File: config.mk
export PLATFORM = sky130hd
export DESIGN_NAME = credit_droptail_link
export DESIGN_NICKNAME = d
export VERILOG_FILES = /design/src/rtl/credit_link_pkg.sv /design/src/rtl/link_credit_counter.sv /design/src/rtl/link_droptail_fifo.sv /design/src/rtl/link_credit_return.sv /design/src/rtl/link_drop_stats.sv /design/src/rtl/credit_droptail_link.sv
export SDC_FILE = /design/constraint.sdc
export NUM_CORES = 1
export LEC_CHECK = 0
export BUFFER_PORTS_ARGS = -buffer_cell sky130_fd_sc_hd__buf_2
export CAP_MARGIN = 20
export CORE_UTILIZATION = 30
export CTS_CLUSTER_SIZE = 24
export DETAILED_ROUTE_END_ITERATION = 8
export MAX_ROUTING_LAYER = met4
export PLACE_DENSITY_LB_ADDON = 0.08
export SYNTH_ARGS = -nofsm -noshare
export SYNTH_HDL_FRONTEND = slang
export SYNTH_SLANG_ARGS = --single-unit
File: constraint.sdc
create_clock -name clk -period 5 [get_ports clk]
set_input_delay 0.75 -clock clk [delete_from_list [all_inputs] [get_ports clk]]
set_output_delay 0.75 -clock clk [all_outputs]
set_load 0.1 [all_outputs]
File: src/rtl/credit_link_pkg.sv
// Shared types for the credit-based drop-tail link.
// Assumes at most two credits are returned in one cycle (one delivery, one discard).
package credit_link_pkg;
    // Number of credits handed back to the sender in one cycle: 0, 1 or 2.
    typedef logic [1:0] credit_ret_t;
endpackage

File: src/rtl/link_credit_counter.sv
// Sender side of the link: holds the credit count and grants sends.
// Assumes credit returns arrive from a registered path and never push the
// count above DEPTH (the receiver returns only credits that were spent).
module link_credit_counter
    import credit_link_pkg::*;
#(
    parameter int DEPTH = 4,
    localparam int CW = $clog2(DEPTH + 1)
) (
    input  logic          clk,
    input  logic          rst_n,
    input  logic          src_valid,
    input  credit_ret_t   ret_i,
    output logic          src_ready,
    output logic          send_o,
    output logic [CW-1:0] credits_o
);
    logic [CW-1:0] credits_q;

    // Grant a send only while a credit is held.
    always_comb begin
        src_ready = (credits_q != '0);
        send_o    = src_valid && src_ready;
        credits_o = credits_q;
    end

    // Spend one credit per send, add the credits returned this cycle.
    always_ff @(posedge clk) begin
        if (!rst_n) begin
            credits_q <= CW'(DEPTH);
        end else begin
            credits_q <= credits_q - CW'(send_o) + CW'(ret_i);
        end
    end

    // Two credits returned together leave at least two credits on the next cycle.
    assert_double_credit_R6: assert property (@(posedge clk) disable iff (!rst_n)
        (ret_i == 2'd2) |=> (int'(credits_q) >= 2));

    // The credit count stays within the buffer depth.
    assert_credit_cap_R9: assert property (@(posedge clk) disable iff (!rst_n)
        int'(credits_q) <= DEPTH);
endmodule

File: src/rtl/link_droptail_fifo.sv
// Receiver side of the link: a bounded queue that discards the newest arrival
// whenever that arrival would fill every slot.
// Assumes DEPTH >= 2 and that the sender never has more than DEPTH packets
// outstanding (the credit scheme guarantees this).
module link_droptail_fifo #(
    parameter int DEPTH  = 4,
    parameter int DATA_W = 32,
    localparam int IW = (DEPTH > 1) ? $clog2(DEPTH) : 1,
    localparam int CW = $clog2(DEPTH + 1)
) (
    input  logic              clk,
    input  logic              rst_n,
    input  logic              push_i,
    input  logic [DATA_W-1:0] push_data_i,
    input  logic              dst_ready,
    output logic              dst_valid,
    output logic [DATA_W-1:0] dst_data,
    output logic              pop_o,
    output logic              drop_o,
    output logic [CW-1:0]     occ_o
);
    logic [DATA_W-1:0] mem_q [DEPTH];
    logic [IW-1:0]     head_q, tail_q;
    logic [CW-1:0]     occ_q;
    logic              keep;

    // Advance a slot index with wrap at DEPTH.
    function automatic logic [IW-1:0] next_idx(input logic [IW-1:0] idx);
        return (idx == IW'(DEPTH - 1)) ? '0 : idx + 1'b1;
    endfunction

    // Decide delivery, discard and keep from the occupancy before this edge.
    always_comb begin
        dst_valid = (occ_q != '0);
        dst_data  = mem_q[head_q];
        pop_o     = dst_valid && dst_ready;
        drop_o    = push_i && (occ_q == CW'(DEPTH - 1));
        keep      = push_i && !drop_o;
        occ_o     = occ_q;
    end

    // Store a kept arrival at the tail slot.
    always_ff @(posedge clk) begin
        if (keep) begin
            mem_q[tail_q] <= push_data_i;
        end
    end

    // Move pointers and occupancy for kept arrivals and deliveries.
    always_ff @(posedge clk) begin
        if (!rst_n) begin
            head_q <= '0;
            tail_q <= '0;
            occ_q  <= '0;
        end else begin
            if (keep)  tail_q <= next_idx(tail_q);
            if (pop_o) head_q <= next_idx(head_q);
            occ_q <= occ_q + CW'(keep) - CW'(pop_o);
        end
    end

    // A stalled head packet stays offered and unchanged.
    assert_hold_head_R7: assert property (@(posedge clk) disable iff (!rst_n)
        (dst_valid && !dst_ready) |=> (dst_valid && $stable(dst_data)));

    // Discarding keeps the queue short of full after every edge.
    assert_below_full_R4: assert property (@(posedge clk) disable iff (!rst_n)
        int'(occ_q) <= DEPTH - 1);
endmodule

File: src/rtl/link_credit_return.sv
// Registered credit return path: one credit per delivery plus one per discard,
// handed to the sender one cycle later.
// Assumes at most one delivery and one discard per cycle.
module link_credit_return
    import credit_link_pkg::*;
(
    input  logic        clk,
    input  logic        rst_n,
    input  logic        pop_i,
    input  logic        drop_i,
    output credit_ret_t ret_o
);
    credit_ret_t ret_q;

    // Register the number of credits freed in this cycle.
    always_ff @(posedge clk) begin
        if (!rst_n) begin
            ret_q <= '0;
        end else begin
            ret_q <= credit_ret_t'(pop_i) + credit_ret_t'(drop_i);
        end
    end

    // Present the registered return to the sender.
    always_comb ret_o = ret_q;
endmodule

File: src/rtl/link_drop_stats.sv
// Saturating count of discarded packets.
// Assumes at most one discard per cycle.
module link_drop_stats #(
    parameter int CNT_W = 8
) (
    input  logic             clk,
    input  logic             rst_n,
    input  logic             drop_i,
    output logic [CNT_W-1:0] count_o
);
    logic [CNT_W-1:0] cnt_q;

    // Count discards and stop at the all-ones value.
    always_ff @(posedge clk) begin
        if (!rst_n) begin
            cnt_q <= '0;
        end else if (drop_i && (cnt_q != '1)) begin
            cnt_q <= cnt_q + 1'b1;
        end
    end

    // Expose the count.
    always_comb count_o = cnt_q;

    // Once saturated, the count does not wrap.
    assert_saturate_R8: assert property (@(posedge clk) disable iff (!rst_n)
        (cnt_q == '1) |=> (cnt_q == '1));
endmodule

File: src/rtl/credit_droptail_link.sv
// One directed simulated network link: credit-limited sender, drop-tail
// receive queue, registered credit return and discard statistics.
// Assumes the consumer follows valid/ready and DEPTH >= 2.
module credit_droptail_link
    import credit_link_pkg::*;
#(
    parameter int DEPTH  = 4,
    parameter int DATA_W = 32,
    parameter int CNT_W  = 8
) (
    input  logic              clk,
    input  logic              rst_n,
    input  logic              src_valid,
    output logic              src_ready,
    input  logic [DATA_W-1:0] src_data,
    output logic              dst_valid,
    input  logic              dst_ready,
    output logic [DATA_W-1:0] dst_data,
    output logic [CNT_W-1:0]  drop_count
);
    localparam int CW = $clog2(DEPTH + 1);

    logic          send;
    logic          pop;
    logic          drop;
    credit_ret_t   ret;
    logic [CW-1:0] credits;
    logic [CW-1:0] occ;

    link_credit_counter #(.DEPTH(DEPTH)) u_tx (
        .clk       (clk),
        .rst_n     (rst_n),
        .src_valid (src_valid),
        .ret_i     (ret),
        .src_ready (src_ready),
        .send_o    (send),
        .credits_o (credits)
    );

    link_droptail_fifo #(.DEPTH(DEPTH), .DATA_W(DATA_W)) u_rx (
        .clk         (clk),
        .rst_n       (rst_n),
        .push_i      (send),
        .push_data_i (src_data),
        .dst_ready   (dst_ready),
        .dst_valid   (dst_valid),
        .dst_data    (dst_data),
        .pop_o       (pop),
        .drop_o      (drop),
        .occ_o       (occ)
    );

    link_credit_return u_ret (
        .clk    (clk),
        .rst_n  (rst_n),
        .pop_i  (pop),
        .drop_i (drop),
        .ret_o  (ret)
    );

    link_drop_stats #(.CNT_W(CNT_W)) u_stats (
        .clk     (clk),
        .rst_n   (rst_n),
        .drop_i  (drop),
        .count_o (drop_count)
    );

    // Credits held, packets stored and credits in the return stage add up to DEPTH.
    assert_conserve_R9: assert property (@(posedge clk) disable iff (!rst_n)
        (int'(credits) + int'(occ) + int'(ret)) == DEPTH);

    // The sender raises no push without credit.
    assert_send_needs_credit_R2: assert property (@(posedge clk) disable iff (!rst_n)
        send |-> (credits != '0));
endmodule

==> results_dict.tcl <==
set metrics [dict create \
    synthMuxAreaShare_pct 12.62 \
    crit_fanout 24 \
    fin_crit_sh_pct 66.13 \
    cts_htree_levels 4 \
    fin_nets 429 \
    area.growth.synth_to_final_pct 22.39 \
    ys_types 40 \
    vias_per_cell 4.364 \
    post-synth-top-count-cell "edfxtp_1" \
    cts_resized 0 \
    total_power_mw 4.346 \
    dr.first_iter.drc_count 117 \
    ys_ff_latch 150 \
    wire_per_inst_um 16.88 \
    synth-edff-count 128 \
    rsz0062_at_grt "false" \
    vdd_drop_max_mv 0.2400 \
    grt.total_usage_pct 12.32 \
    synth-compound-area-share_pct 2.615 \
    setup-violations-final 0 \
    slowest_delay_ns 0.92 \
    initial_core_util_pct 30.75 \
    postCtsHoldBufs 0 \
    cts.path.max_buffers 2 \
    synth_xor_xnor_area_share_pct 0.9075 \
    use_met3_pct 3.635 \
    io-pin-count 78 \
    ys_top_cells_by_count "edfxtp_1 (128), mux4_2 (32), dfxtp_1 (22), inv_1 (15), ha_1 (12)" \
    p_leak_nw 2.470 \
    slew_headroom_pct 34.78 \
    clock-sinks 150 \
    required_ns 4.25 \
    hold_viol 0 \
    gp_congestion 0.6932 \
    vias 2850 \
    use_met1_pct 14.64 \
    antenna_found_initial 1 \
    fin_setup_tns_ns 0 \
    dpl.hpwl_um 6680 \
    syn_avg_cell_area_um2 19.90 \
    drt_pass1_iterations 4 \
    insertion_delay_ns 0.41 \
    p_clk_share_pct 30.3 \
    place_inst 620 \
    portBuffers 77 \
    ys_seq_area_share_pct 73.98 \
    fp.dieH_um 140.9 \
    grt_pass1_wl_um 17250 \
    synth_top_cells_by_area "edfxtp_1 (66%), mux4_2 (12%), dfxtp_1 (7.6%)" \
    post_cts_buffers 0 \
    switching_share_pct 38.57 \
    synthAdderAreaFrac_pct 3.284 \
    status "complete, no violations" \
    wirelength_um 11020 \
    period_minus_slack_ns 3.307 \
    switchingPower_mw 1.676 \
    synth_top_family_by_area "multiplexers" \
    cap_violations 0 \
    core_area_um2 18830 \
    clk_pin_slew_worst_paths_ns 0.05 \
    die_w_um 140.9 \
    cp_slowest_cell "dfxtp_2" \
    tightest_slew_ns 0.9783 \
    yosys_warnings 0 \
    path_cells "buf_4 > mux4_2 > buf_2" \
    grt_pass1_vias 3097 \
    synth-main-ff-cell "edfxtp_1" \
    p_comb_share_pct 32.4 \
    instances_no_fill 653 \
    fillCellCount 1787 \
    pwr-share-seq_pct 37.3 \
    p_int_mw 2.670 \
    drv_slew 0 \
    worstPathArrival_ns 2.56 \
    cts_buffers 17 \
    synth.top_cell.area_share_pct 66.38 \
    met2_usage_pct 19.90 \
    cts_root_buffer "clkbuf_16" \
    ys_async_sr_fraction_pct 0 \
    endpoint_kind "output port" \
    ant_nets 0 \
    hold_ws_ns 0.4878 \
    synth_fp_nets 341 \
    yosys.area.top_type "edfxtp_1" \
    grt_max_degree 33 \
    synth-simple-area-share_pct 4.840 \
    p_per_area_nw_per_um2 613.3 \
    drive_above_1_share_pct 38.52 \
    hp-class "register to register" \
    synth_cells 291 \
    cts_tree "built" \
    dieArea_um2 19860 \
    clock.fmax_ghz 0.3024 \
    path_class "register to output port" \
    drc_errors 0 \
    grt_busiest_layer "met2" \
    grt_overflow_total 0 \
    syn_area_um2 5791 \
    start_kind "register" \
    rows 50 \
    fin_worst_skew_ns 0.01176 \
]
## registers in the layout, summed over array words and instances, names as in the netlist, named ones only
name and flops:
u_ret.ret_o 2, u_rx.tail_q 2, u_rx.occ_o 3, u_tx.credits_o 3, u_stats.count_o 8, u_rx.head_q 2
u_rx.mem_q 128
## path summary, 6_finish.rpt
| check | start | end | slack (ns) | cells after the start |
|---|---|---|---|---|
| setup / recovery | register | dst_data[12] | 1.69 | 3 |
| hold / removal | u_rx.head_q[1]$_SDFFE_PN0N_ | register | 0.49 | 2 |
| hold reg to reg | u_rx.head_q[1]$_SDFFE_PN0N_ | register | 0.49 | 2 |
| setup reg to reg | u_rx.occ_o[2]$_SDFF_PN0_ | u_rx.occ_o[2]$_SDFF_PN0_ | 2.59 | 10 |
## area by class of cell
cell class / instances / area (µm²) / area share (%)
diodes: 1 / 2.502 / 0.03531
clock inverters: 13 / 178.9 / 2.525
flip-flops and latches: 150 / 4287 / 60.49
clock buffers: 19 / 432.9 / 6.109
inverters: 16 / 62.56 / 0.8828
repair buffers: 78 / 392.9 / 5.544
multi-input cells: 116 / 1405 / 19.83
well taps: 260 / 325.3 / 4.590
## cells by family after synthesis
| logic type | after synthesis |
|---|---|
| AOI/OAI and AO/OA | 18 |
| xor gates and xnor gates | 6 |
| adders and majority gates | 14 |
| buffers and inverters | 25 |
| DFF | 150 |
| muxes | 33 |
| and+or+nand+nor | 45 |
## power groups by stage
stage,Sequential [mW],Combinational [mW],Clock [mW]
final,1.62,1.41,1.32
after global routing,1.64,1.48,1.40
after CTS,1.63,1.43,1.35
after detailed placement,1.66,1.43,0
after global placement,1.65,1.42,0
after floorplan,1.59,1.24,0
## cell usage in the layout (no fill, tap or decap), types with 3 or more instances in the layout
cell type and n:
bufinv_16 4, nand2_1 7, mux4_2 32, xnor2_1 4
dfxtp_1 20, clkbuf_16 17, a21boi_0 3, inv_1 15
ha_1 12, clkinvlp_4 5, nor2_1 4, buf_2 77
nand3_1 5, and3_2 4, edfxtp_1 128, and2_1 9
nor2b_1 3, a21oi_1 5, or3_1 3
## metal layers
layer  wire length [µm]  share of wire [%]
met3                348                3.2
met5                  0                  0
met2               5553                 50
met4                 39               0.35
met1               5079                 46
## per-stage QoR
stage,util [%],setup WS [ns],area [µm²]
after global placement,34.37,2.012,6472
after detailed placement,34.37,2.023,6472
after floorplan,-,2.199,5791
final,37.63,1.693,7087
after global routing,37.63,1.461,7087
after CTS,37.62,1.571,7084
## critical path, delay by kind of cell, from the launching register on
| kind | cells | cell delay, ns |
|---|---|---|
| multiplexers | 1 | 0.53 |
| flip-flops | 1 | 0.92 |
| buffers and inverters | 2 | 0.68 |
(Power assumes the default switching activity.)
